## src/rtl/wdog_pkg.sv

```systemverilog
package wdog_pkg;
  localparam int ADDR_W = 3;
  localparam logic [ADDR_W-1:0] A_CTRL = 3'd0;
  localparam logic [ADDR_W-1:0] A_TMO  = 3'd1;
  localparam logic [ADDR_W-1:0] A_WIN  = 3'd2;
  localparam logic [ADDR_W-1:0] A_FEED = 3'd3;
  localparam logic [ADDR_W-1:0] A_STAT = 3'd4;

  localparam int B_EN   = 0;
  localparam int B_SEL  = 1;
  localparam int B_WINM = 2;
  localparam int B_LOCK = 3;

  // count is inside the window when at or below the threshold
  function automatic logic fn_win_ok(input logic [15:0] cnt, input logic [15:0] thr);
    return cnt <= thr;
  endfunction

  // the tick that sees this count is the expiring one
  function automatic logic fn_last(input logic [15:0] cnt);
    return cnt <= 16'd1;
  endfunction
endpackage

```

## src/rtl/wdog_regs.sv

```systemverilog
module wdog_regs
  import wdog_pkg::*;
#(
  parameter int DATA_W = 16,
  parameter logic [DATA_W-1:0] FEED_KEY = 16'hA5C3
) (
  input  logic              clk,
  input  logic              rst_n,
  input  logic              wr_en,
  input  logic [ADDR_W-1:0] wr_addr,
  input  logic [DATA_W-1:0] wr_data,
  input  logic              hw_stop,
  input  logic              busy,
  output logic              en_o,
  output logic              sel_o,
  output logic              winm_o,
  output logic              lock_o,
  output logic [DATA_W-1:0] tmo_o,
  output logic [DATA_W-1:0] win_o,
  output logic              cause_o,
  output logic              start_o,
  output logic              feed_hit_o
);
  logic en_q, sel_q, winm_q, lock_q, cause_q;
  logic [DATA_W-1:0] tmo_q, win_q;
  logic ctrl_wr, tmo_wr, win_wr, stat_clr, en_req;

  assign ctrl_wr  = wr_en && (wr_addr == A_CTRL);
  assign tmo_wr   = wr_en && (wr_addr == A_TMO) && !lock_q;
  assign win_wr   = wr_en && (wr_addr == A_WIN) && !lock_q;
  assign stat_clr = wr_en && (wr_addr == A_STAT) && wr_data[0];
  assign en_req   = ctrl_wr && wr_data[B_EN];
  assign start_o  = en_req && !en_q && !busy && !hw_stop;
  assign feed_hit_o = wr_en && (wr_addr == A_FEED) && (wr_data == FEED_KEY) && en_q;

  always_ff @(posedge clk or negedge rst_n) begin
    if (!rst_n) begin
      en_q <= 1'b0; sel_q <= 1'b0; winm_q <= 1'b0; lock_q <= 1'b0;
      cause_q <= 1'b0; tmo_q <= '0; win_q <= '0;
    end else begin
      if (hw_stop)
        en_q <= 1'b0;
      else if (ctrl_wr) begin
        if (lock_q) en_q <= en_q || (wr_data[B_EN] && !busy);
        else        en_q <= wr_data[B_EN] && (en_q || !busy);
      end
      if (ctrl_wr && !lock_q) begin
        sel_q  <= wr_data[B_SEL];
        winm_q <= wr_data[B_WINM];
        lock_q <= wr_data[B_LOCK];
      end
      if (tmo_wr) tmo_q <= wr_data;
      if (win_wr) win_q <= wr_data;
      if (hw_stop)       cause_q <= 1'b1;
      else if (stat_clr) cause_q <= 1'b0;
    end
  end

  assign en_o = en_q;   assign sel_o = sel_q;  assign winm_o = winm_q;
  assign lock_o = lock_q; assign tmo_o = tmo_q; assign win_o = win_q;
  assign cause_o = cause_q;

  AST_LOCK_STICKY: assert property (@(posedge clk) disable iff (!rst_n) lock_q |=> lock_q);
  AST_LOCK_FROZEN: assert property (@(posedge clk) disable iff (!rst_n)
    lock_q |=> ($stable(tmo_q) && $stable(win_q) && $stable(sel_q) && $stable(winm_q)));
  AST_LOCK_KEEPS_EN: assert property (@(posedge clk) disable iff (!rst_n)
    (lock_q && en_q && !hw_stop) |=> en_q);
  AST_CAUSE_SET: assert property (@(posedge clk) disable iff (!rst_n) hw_stop |=> cause_q);
endmodule

```

## src/rtl/wdog_tick.sv

```systemverilog
module wdog_tick #(
  parameter int PRE_DIV = 4
) (
  input  logic clk,
  input  logic rst_n,
  input  logic run_i,
  input  logic start_i,
  input  logic sel_i,
  input  logic alt_tick_i,
  output logic tick_o
);
  localparam int PRE_W = (PRE_DIV > 2) ? $clog2(PRE_DIV) : 1;
  localparam logic [PRE_W-1:0] PRE_LAST = PRE_W'(PRE_DIV - 1);

  logic [PRE_W-1:0] pre_q;
  logic int_tick;

  always_ff @(posedge clk or negedge rst_n) begin
    if (!rst_n)       pre_q <= '0;
    else if (start_i) pre_q <= '0;
    else if (run_i)   pre_q <= (pre_q == PRE_LAST) ? '0 : pre_q + 1'b1;
  end

  assign int_tick = run_i && (pre_q == PRE_LAST);
  assign tick_o   = sel_i ? (run_i && alt_tick_i) : int_tick;

  AST_TICK_ONLY_RUNNING: assert property (@(posedge clk) disable iff (!rst_n)
    tick_o |-> run_i);
endmodule

```

## src/rtl/wdog_core.sv

```systemverilog
module wdog_core
  import wdog_pkg::*;
#(
  parameter int CNT_W = 16,
  parameter int PULSE_LEN = 4
) (
  input  logic             clk,
  input  logic             rst_n,
  input  logic             en_i,
  input  logic             winm_i,
  input  logic             tick_i,
  input  logic             start_i,
  input  logic             feed_hit_i,
  input  logic [CNT_W-1:0] tmo_i,
  input  logic [CNT_W-1:0] win_i,
  output logic [CNT_W-1:0] cnt_o,
  output logic             trigger_o,
  output logic             busy_o,
  output logic             rst_req_o
);
  localparam int PW = $clog2(PULSE_LEN + 1);
  localparam logic [PW-1:0] PULSE_INIT = PW'(PULSE_LEN);

  logic [CNT_W-1:0] cnt_q;
  logic [PW-1:0]    pulse_q;
  logic in_window, feed_accept, feed_violate, expire;

  assign in_window    = !winm_i || fn_win_ok(16'(cnt_q), 16'(win_i));
  assign feed_accept  = feed_hit_i && in_window;
  assign feed_violate = feed_hit_i && !in_window;
  assign expire       = en_i && tick_i && fn_last(16'(cnt_q)) && !feed_accept;
  assign trigger_o    = feed_violate || expire;

  always_ff @(posedge clk or negedge rst_n) begin
    if (!rst_n)              cnt_q <= '0;
    else if (start_i)        cnt_q <= tmo_i;
    else if (trigger_o)      cnt_q <= '0;
    else if (feed_accept)    cnt_q <= tmo_i;
    else if (en_i && tick_i) cnt_q <= cnt_q - 1'b1;
  end

  always_ff @(posedge clk or negedge rst_n) begin
    if (!rst_n)              pulse_q <= '0;
    else if (trigger_o)      pulse_q <= PULSE_INIT;
    else if (pulse_q != '0)  pulse_q <= pulse_q - 1'b1;
  end

  assign busy_o    = (pulse_q != '0);
  assign rst_req_o = busy_o;
  assign cnt_o     = cnt_q;

  AST_REQ_FROM_TRIGGER: assert property (@(posedge clk) disable iff (!rst_n)
    $rose(rst_req_o) |-> $past(trigger_o));
  AST_STOPPED_IN_PULSE: assert property (@(posedge clk) disable iff (!rst_n)
    rst_req_o |-> !en_i);
  AST_FEED_RELOAD: assert property (@(posedge clk) disable iff (!rst_n)
    (feed_accept && !start_i) |=> (cnt_o == $past(tmo_i)));
  AST_NO_EARLY_FEED: assert property (@(posedge clk) disable iff (!rst_n)
    (feed_hit_i && winm_i && (cnt_q > win_i)) |=> rst_req_o);
endmodule

```

## src/rtl/wdog_win.sv

```systemverilog
module wdog_win
  import wdog_pkg::*;
#(
  parameter int DATA_W    = 16,
  parameter int PRE_DIV   = 4,
  parameter int PULSE_LEN = 4,
  parameter logic [DATA_W-1:0] FEED_KEY = 16'hA5C3
) (
  input  logic              clk,
  input  logic              rst_n,
  input  logic              alt_tick,
  input  logic              wr_en,
  input  logic [ADDR_W-1:0] wr_addr,
  input  logic [DATA_W-1:0] wr_data,
  output logic              rst_req,
  output logic              wdt_cause,
  output logic [DATA_W-1:0] count,
  output logic              active
);
  logic en, sel, winm, lock, start, feed_hit, trigger, busy, tick;
  logic [DATA_W-1:0] tmo, win;

  wdog_regs #(.DATA_W(DATA_W), .FEED_KEY(FEED_KEY)) u_regs (
    .clk(clk), .rst_n(rst_n), .wr_en(wr_en), .wr_addr(wr_addr), .wr_data(wr_data),
    .hw_stop(trigger), .busy(busy), .en_o(en), .sel_o(sel), .winm_o(winm),
    .lock_o(lock), .tmo_o(tmo), .win_o(win), .cause_o(wdt_cause),
    .start_o(start), .feed_hit_o(feed_hit)
  );

  wdog_tick #(.PRE_DIV(PRE_DIV)) u_tick (
    .clk(clk), .rst_n(rst_n), .run_i(en && !busy), .start_i(start),
    .sel_i(sel), .alt_tick_i(alt_tick), .tick_o(tick)
  );

  wdog_core #(.CNT_W(DATA_W), .PULSE_LEN(PULSE_LEN)) u_core (
    .clk(clk), .rst_n(rst_n), .en_i(en), .winm_i(winm), .tick_i(tick),
    .start_i(start), .feed_hit_i(feed_hit), .tmo_i(tmo), .win_i(win),
    .cnt_o(count), .trigger_o(trigger), .busy_o(busy), .rst_req_o(rst_req)
  );

  assign active = en;

  AST_LOCK_NO_CLEAR_PIN: assert property (@(posedge clk) disable iff (!rst_n)
    (lock && active && !trigger) |=> active);
endmodule

```

## config.mk

```make
export PLATFORM = sky130hd
export DESIGN_NAME = wdog_win
export DESIGN_NICKNAME = d
export VERILOG_FILES = /design/src/rtl/wdog_pkg.sv /design/src/rtl/wdog_regs.sv /design/src/rtl/wdog_tick.sv /design/src/rtl/wdog_core.sv /design/src/rtl/wdog_win.sv
export SDC_FILE = /design/constraint.sdc
export NUM_CORES = 1
export LEC_CHECK = 0
export ABC_CLOCK_PERIOD_IN_PS = 4500
export CORE_ASPECT_RATIO = 1.4
export CORE_MARGIN = 10
export CORE_UTILIZATION = 56
export CTS_CLUSTER_DIAMETER = 40
export DETAILED_ROUTE_END_ITERATION = 12
export PLACE_DENSITY = 0.8
export RECOVER_POWER = 100
export SYNTH_ARGS = -nofsm -noshare
export SYNTH_HDL_FRONTEND = slang
export SYNTH_HIERARCHICAL = 1
export SYNTH_SLANG_ARGS = --single-unit
```

## constraint.sdc

```tcl
create_clock -name clk -period 4.5 [get_ports clk]
set_clock_uncertainty 0.2 [all_clocks]
set_input_delay 0.9 -clock clk [delete_from_list [all_inputs] [get_ports clk]]
set_output_delay 0.9 -clock clk [all_outputs]
set_load 0.02 [all_outputs]
```

Yosys cells after proc, flatten, opt, wreduce, memory -nomap -nowiden
Index checks and enable logic that the tools add are counted.
Widths: inputs -> output; s select.
{"block": "op_classes", "addsub": 3, "n_mul": 0, "div_mod_pow": 0, "magnitude_cmp": 2, "eq_ne": 6, "shift": 0, "muxes": 15, "bitwise": 0, "reduce_logical": 43}
{"operator": "$mux 16", "n": 4}
{"operator": "$logic_and 1x1->1", "n": 25}
{"operator": "$eq 16x16->1 const B", "n": 1}
{"operator": "$le 16x1->1 const B", "n": 1}
{"operator": "$le 16x16->1", "n": 1}
{"operator": "$sub 16x1->16 const B", "n": 1}
{"operator": "$reduce_bool 2->1", "n": 4}
{"operator": "$logic_not 1->1", "n": 7}
{"operator": "$eq 3x2->1 const B", "n": 2}
{"operator": "$mux 1", "n": 6}
{"operator": "$mux 2", "n": 3}
{"operator": "$mux 3", "n": 2}
{"operator": "$logic_or 1x1->1", "n": 4}
{"operator": "$reduce_bool 4->1", "n": 1}
{"operator": "$eq 3x1->1 const B", "n": 1}
{"operator": "$eq 3x3->1 const B", "n": 1}
{"operator": "$logic_not 3->1", "n": 1}
{"operator": "$reduce_bool 3->1", "n": 1}
{"operator": "$sub 3x1->3 const B", "n": 1}
{"operator": "$add 2x1->2 const B", "n": 1}
{"operator": "$eq 2x2->1 const B", "n": 1}
{"block": "totals", "register_bits": 58, "latch_bits": 0, "ramBits": 0, "rom_bits": 0, "wordCells": 79, "mem_count": 0}

Logic depth before layout (Yosys ltp)
Gate-level depths: netlist of the first run.
{"block": "depth", "ltp_word": 12, "depth_mapped": 17}

Cells and area by module
Netlist of the first run, hierarchy kept.
{"mod": "wdog_core", "instances": 1, "cells_per_inst": 197, "area_per_inst_um2": 1762.9}
{"mod": "wdog_regs", "instances": 1, "cells_per_inst": 96, "area_per_inst_um2": 1552.7}
{"mod": "wdog_tick", "instances": 1, "cells_per_inst": 10, "area_per_inst_um2": 116.4}
{"mod": "wdog_win", "instances": 1, "cells_per_inst": 1, "area_per_inst_um2": 13.8}

Worst setup path after synthesis of the first run
Ideal clock, no wire load.
{"block": "synth_timing", "path_type": "input to register", "from": "input port wr_data[3]", "to": "register u_core.cnt_q[3] (netlist: u_core/cnt_o[3])", "setup_ns": 0.066, "arrival_time_ns": 4.235, "required_ns": 4.234, "slack_ns": 0.000, "stages": 14, "path_buffers": 2, "path_cell_list": "nor4b_1 -> nand4_1 -> nor4b_1 -> o211ai_1 -> o31ai_4 -> nor2_1 -> nor2_1 -> and4_2 -> buf_4 -> or3_1 -> clkbuf_1 -> a21oi_1 -> a311o_2 -> nand2_1"}
{"block": "synth_via", "elab_chain_len": 10}
{"item": "start, declared", "line": "wdog_win.sv:14", "text": "input logic [DATA_W-1:0] wr_data,"}
{"item": "$eq 16x16->1 (*)", "line": "wdog_regs.sv:34", "text": "assign feed_hit_o = wr_en && (wr_addr == A_FEED) && (wr_data == FEED_KEY) && en_q;"}
{"item": "$logic_and 1x1->1 (*) (2 in series)", "line": "wdog_regs.sv:34"}
{"item": "named net feed_hit", "line": "wdog_win.sv:20", "text": "logic en, sel, winm, lock, start, feed_hit, trigger, busy, tick;"}
{"item": "$logic_and 1x1->1", "line": "wdog_core.sv:29", "text": "assign feed_accept = feed_hit_i && in_window;"}
{"item": "$logic_not 1->1", "line": "wdog_core.sv:31", "text": "assign expire = en_i && tick_i && fn_last(16'(cnt_q)) && !feed_accept;"}
{"item": "$logic_and 1x1->1", "line": "wdog_core.sv:31"}
{"item": "$logic_or 1x1->1 (*)", "line": "wdog_core.sv:32", "text": "assign trigger_o = feed_violate || expire;"}
{"item": "named net trigger", "line": "wdog_win.sv:20"}
{"item": "$logic_not 1->1 (*)", "line": "wdog_regs.sv:33", "text": "assign start_o = en_req && !en_q && !busy && !hw_stop;"}
{"item": "$logic_and 1x1->1 (*)", "line": "wdog_regs.sv:33"}
{"item": "named net start", "line": "wdog_win.sv:20"}
{"item": "$reduce_bool 4->1 (no line) or $mux 16 (tied branches)"}
{"item": "end signal, assigned", "line": "wdog_core.sv:36", "text": "else if (start_i) cnt_q <= tmo_i;"}
{"item": "end signal, assigned", "line": "wdog_core.sv:38", "text": "else if (feed_accept) cnt_q <= tmo_i;"}
{"item": "end signal, assigned", "line": "wdog_core.sv:39", "text": "else if (en_i && tick_i) cnt_q <= cnt_q - 1'b1;"}
{"item": "end, declared", "line": "wdog_core.sv:24", "text": "logic [CNT_W-1:0] cnt_q;"}
Mark *: on every way through the listed nets, which the timed path passes. The rest lies on a longest branch.
A chain may end at the register's enable or synchronous reset.

Final worst setup path of the first run
{"block": "layout_timing", "from": "input port wr_data[1]", "to": "register u_core.cnt_q[2] (netlist: u_core/cnt_o[2])"}
The elaborated chain is that of the path after synthesis.

==> impl_metrics.json, run 1 <==
{
  "status": "finished with violations",
  "violations": "max-capacitance violations, max-slew violations",
  "antenna_left": 0,
  "synth_cell_types": 65,
  "place_inst": 417,
  "gp_congestion": 0.948,
  "netlist_area_um2": 3450,
  "power.density_nw_per_um2": 577,
  "path_cells": "dlygate4sd3_1, nor4b_1, nand4_1, nor4b_1, o211ai_1, o31ai_4, nor2_1, nor2_1, and4_2, inv_1, nand2_4, nor3_1, a221o_1",
  "seq_power_share": 0.386,
  "h-tree-depth": 3,
  "num_vias": 2644,
  "core_area_um2": 5900,
  "combPwrFrac": 0.405,
  "postCtsSetupRepairBufs": 0,
  "synth_ff_type": "dfrtp_1",
  "wl_per_cell_um": 19.6,
  "ios": 42,
  "cts.sinks": 58,
  "grt_pass1_vias": 2819,
  "dpl_cell_area_um2": 3960,
  "cpMaxStageDelayCell": "dlygate4sd3_1",
  "hold_path_class": "register to register",
  "async_flop_share": 1.00,
  "final_cell_mix": "dfrtp_1, inv_1, mux2_2",
  "drtIter0Drc": 226,
  "areaGrowthSynthToFinish_pct": 18.6,
  "numPortBuffers": 41,
  "num-nets-final": 402,
  "clk_latency_ps": 340,
  "fmax_mhz": 238,
  "hold_viol_final": 0,
  "fin_crit_ps": 4200,
  "grt_max_degree": 35,
  "worst_slew_pin_slew_ps": 1740,
  "rows": 33,
  "cts_tree": "built",
  "seqCellArea_um2": 1450,
  "syn_nets": 348,
  "fillers": 446,
  "crit_fanout": 10,
  "hold_buffers": 0,
  "critical_path_required_ps": 4520,
  "syn_area_per_cell_um2": 11.3,
  "crit_path_start_kind": "input pin",
  "power.switching_uw": 903,
  "worstPathArrival_ps": 4220,
  "synthCells": 304,
  "peakVddDrop_mv": 0.376,
  "synth.ff_latch_count": 58,
  "antenna_found_initial": 0,
  "synth_edf_count": 0,
  "grt_pass1_wl_um": 14100,
  "drive_above_1_share": 0.182,
  "die_height_um": 113,
  "ctsResizeCount": 0,
  "fin_area_um2": 4090,
  "mostFrequentLayoutCell": "dfrtp_1",
  "rsz0062_at_grt": "false",
  "drc": 0,
  "max_stage_delay_ps": 610,
  "clockPowerShare": 0.210,
  "dp_hpwl_um": 6560,
  "grt_overflow": 0,
  "die-area_um2": 9740,
  "drt_wl_total_um": 8470,
  "via_per_inst": 6.12,
  "p_sw_frac": 0.383,
  "die_x_um": 86.3,
  "setup_viol": 0,
  "p_leak_uw": 0.00185,
  "yosys_warnings": 6,
  "clk_pin_slew_ps": 70,
  "n_antenna_cell": 0,
  "first_pass_iters": 5,
  "p_int_uw": 1450,
  "final_cells": 432,
  "critPathCaptureType": "register",
  "synth_seq_area_share": 0.421,
  "start_util": 0.584,
  "period_share": 0.933,
  "cts_root_buf": "clkbuf_8",
  "numCtsBuffers": 9,
  "max-cap-violations": 1,
  "relSlewSlack": -0.162,
  "path_class": "input pin to register",
  "drv_slew": 35,
  "max-clock-path-buffers": 2,
  "grt.total_usage": 0.180,
  "multi_input_area_um2": 1770,
  "tns_ps": 0
}
## critical path: cells and delay by family
family | cells | cell delay, ps
buffers and inverters | 2 | 780
and+or+nand+nor | 8 | 1770
AOI/OAI and AO/OA | 3 | 750
## sequential cells by signal, summed over array words and instances (netlist names)
signal / flops
u_regs/cause_o: 1
u_regs/lock_o: 1
u_regs/en_o: 1
u_regs/win_o: 16
u_core/pulse_q: 3
u_regs/tmo_o: 16
u_regs/winm_o: 1
u_regs/sel_o: 1
u_tick/pre_q: 2
u_core/cnt_o: 16
## path summary, 6_finish.rpt
check,from,endpoint,slack (ps),cells past startpoint
setup / recovery,wr_data[1],u_core/cnt_o[2],300,13
hold / removal,u_regs/cause_o,u_regs/cause_o,280,1
setup reg to reg,u_core/pulse_q[0],u_core/cnt_o[2],920,14
min in group asynchronous,rst_n,u_regs/tmo_o[4],650,1
max in group asynchronous,rst_n,u_regs/win_o[6],1200,2
hold reg to reg,u_regs/cause_o,u_regs/cause_o,280,1
## layout make-up
cell class | instances | share of cell area
Multi-Input combinational cell | 211 | 0.434
Sequential cell | 58 | 0.355
Timing Repair Buffer | 50 | 0.114
Clock buffer | 13 | 0.0413
Inverter | 28 | 0.0257
Tap cell | 70 | 0.0214
Clock inverter | 2 | 0.00857
## through the flow
stage           util  hold slack, ps  setup slack (ps)  total power, uW
4_1_cts        0.705             287               527             2400
6_report       0.692             279               303             2360
3_5_place_dp   0.670             270               158             1890
5_1_grt        0.692             301               176             2510
3_3_place_gp   0.670             265               278             1850
2_1_floorplan      -             251               352             1540
## kinds of logic after synthesis
group / after synthesis / synth area share
compound gates: 52 / 0.130
xor+xnor: 13 / 0.0330
fa+ha+maj: 21 / 0.0763
buf+inv: 35 / 0.0468
flops: 58 / 0.421
mux: 37 / 0.120
simple gates: 88 / 0.173
## layer usage
layer	up-vias	part of all wire	global-route usage
li1	1223	-	-
met1	1296	0.41	0.216
met2	109	0.50	0.299
met3	16	0.072	0.0510
met4	0	0.017	0.0650
met5	-	0	0
## power groups by stage
| stage | Clock, uW | Combinational (uW) | Sequential [uW] |
|---|---|---|---|
| final | 495 | 954 | 909 |
| after global routing | 523 | 1050 | 940 |
| after CTS | 505 | 981 | 910 |
| after detailed placement | 0 | 971 | 919 |
| after global placement | 0 | 946 | 909 |
| after floorplan | 0 | 621 | 919 |
## synthesized netlist by cell type (all sizes together), types with 4 or more instances
| cell type | count | area, um^2 |
|---|---|---|
| nand4 | 8 | 65.1 |
| mux2 | 34 | 383 |
| nand2 | 11 | 48.8 |
| ha | 21 | 263 |
| o21ai | 6 | 33.8 |
| nor3 | 13 | 81.3 |
| nor2b | 4 | 32.5 |
| xnor2 | 8 | 70.1 |
| buf | 5 | 48.8 |
| a21oi | 12 | 63.8 |
| dfrtp | 58 | 1450 |
| xor2 | 5 | 43.8 |
| inv | 28 | 105 |
| a2bb2oi | 4 | 35.0 |
| nor2 | 24 | 100 |
| o2bb2ai | 8 | 70.1 |
No activity file was read; power rests on OpenSTA's default activity.
==> run 2, diff against run 1 <==
ABC_CLOCK_PERIOD_IN_PS = 4070   (was 4500)
CTS_CLUSTER_DIAMETER = default   (was 40)
clock period = 4.07 ns   (was 4.5 ns; I/O delays follow)
==> run 2 against run 1 <==
Effect of this change: the flow still finishes with violations (max-capacitance violations, max-slew violations); power grew 15%; die area is the same; combinational power grew 12%; global-route usage grew 0.60 points; wire length grew 3.3%; non-clock buffer count grew 16; critical endpoint is now u_core/cnt_o[12]; highest routed layer unchanged.
==> impl_metrics.json, run 2 (synthesis gave the netlist of run 1 again) <==
{
  "mostFrequentLayoutCell": "dfrtp_1",
  "drive_above_1_share": 0.214,
  "grt_pass1_vias": 2874,
  "dpl_cell_area_um2": 4080,
  "rsz0062_at_grt": "false",
  "worst_slew_pin_slew_ps": 1790,
  "top_layer": "met4",
  "grt.total_usage": 0.186,
  "drtIter0Drc": 185,
  "n_antenna_cell": 0,
  "drv_slew": 35,
  "clk_pin_slew_ps": 70,
  "fin_crit_ps": 3920,
  "areaGrowthSynthToFinish_pct": 22.9,
  "hold_path_class": "register to register",
  "peakVddDrop_mv": 0.366,
  "status": "finished with violations",
  "report.power.total_uw": 2700,
  "antenna_left": 0,
  "violations": "max-capacitance violations, max-slew violations",
  "met1_length_um": 3760,
  "ios": 42,
  "fin_area_um2": 4240,
  "power.density_nw_per_um2": 638,
  "num-nets-final": 418,
  "period_share": 0.964,
  "wl_met3_um": 420,
  "fillers": 460,
  "fmax_mhz": 255,
  "numPortBuffers": 41,
  "cts.sinks": 58,
  "core_area_um2": 5900,
  "die_x_um": 86.3,
  "hold_buffers": 0,
  "crit_fanout": 6,
  "grt_pass1_wl_um": 14600,
  "p_leak_uw": 0.00193,
  "ctsResizeCount": 0,
  "grt_max_degree": 35,
  "grt_overflow": 0,
  "antenna_found_initial": 0,
  "rows": 33,
  "crit_path_start_kind": "input pin",
  "final_cell_mix": "dfrtp_1, inv_1, mux2_2",
  "clk_latency_ps": 340,
  "max-clock-path-buffers": 2,
  "max-cap-violations": 1,
  "numCtsBuffers": 9,
  "setup_viol": 0,
  "gp_congestion": 0.879,
  "wl_met2_um": 4350,
  "cts_root_buf": "clkbuf_8",
  "path_class": "input pin to register",
  "die_height_um": 113,
  "critPathCaptureType": "register",
  "critical_path_required_ps": 4130,
  "start_util": 0.584,
  "cts_tree": "built",
  "hold_viol_final": 0,
  "num_vias": 2693,
  "postCtsSetupRepairBufs": 0,
  "drt_wl_total_um": 8750,
  "first_pass_iters": 7,
  "dp_hpwl_um": 6910,
  "tns_ps": 0,
  "via_per_inst": 6.00,
  "h-tree-depth": 3,
  "relSlewSlack": -0.195,
  "drc": 0,
  "wl_per_cell_um": 19.5,
  "worstPathArrival_ps": 3980,
  "die-area_um2": 9740
}
run 2: cell types whose count changed in the layout (fill, tap and decap cells not counted), sizes merged:
cell / before / now
clkinv: 1 / 3
clkbuf: 16 / 17
buf: 7 / 19
clkdlybuf4s50: 19 / 20
dlygate4sd3: 21 / 20
bufinv: 1 / 3
run 2: path summary, 6_finish.rpt:
check                      cells after the start         startpoint  slack, ps                to
max                                           14        wr_data[10]        150  u_core/cnt_o[12]
min                                            1    u_regs/tmo_o[5]        280   u_core/cnt_o[5]
max reg2reg                                   15  u_core/pulse_q[0]        630  u_core/cnt_o[11]
min reg2reg                                    1    u_regs/tmo_o[5]        280   u_core/cnt_o[5]
max in group asynchronous                      2              rst_n        790   u_core/cnt_o[7]
min in group asynchronous                      1              rst_n        570   u_core/cnt_o[1]
run 2: layout make-up:
class / instances / area [um^2] / share of cell area
Inverter: 28 / 105 / 0.0248
Tap cell: 70 / 87.6 / 0.0207
Clock buffer: 10 / 128 / 0.0301
Multi-Input combinational cell: 211 / 1790 / 0.422
Timing Repair Buffer: 66 / 573 / 0.135
Sequential cell: 58 / 1450 / 0.343
Clock inverter: 6 / 105 / 0.0248
run 2: layer usage:
metal,track usage,vias to the layer above
met5,0,-
met2,0.300,66
met3,0.0459,17
met1,0.229,1357
li1,-,1253
met4,0.0813,0
run 2: report_power, final:
part	switching [uW]	internal, uW
combinational	565	503
sequential	220	783
clock	227	404
run 2: worst max-delay path, cell delays in order:
cell and delay (ps):
clkdlybuf4s50_1 520, nor4bb_1 320, buf_4 170, nand4_1 110, nor4b_2 320, o211ai_1 220
o31ai_4 250, nor2_1 80, nor2_1 110, and4_1 300, inv_1 170, nand2b_1 260
clkbuf_1 190, o2bb2ai_1 140
run 2: per-stage QoR:
| step | hold WS, ps | cells | setup slack [ps] | utilization |
|---|---|---|---|---|
| CTS | 272 | 449 | 326 | 0.730 |
| global placement | 266 | 433 | 30.5 | 0.690 |
| finish | 284 | 449 | 148 | 0.718 |
| floorplan | 251 | 304 | 8.34 | - |
| detailed placement | 272 | 433 | -0.0981 | 0.690 |
| global route | 309 | 449 | 70.7 | 0.718 |
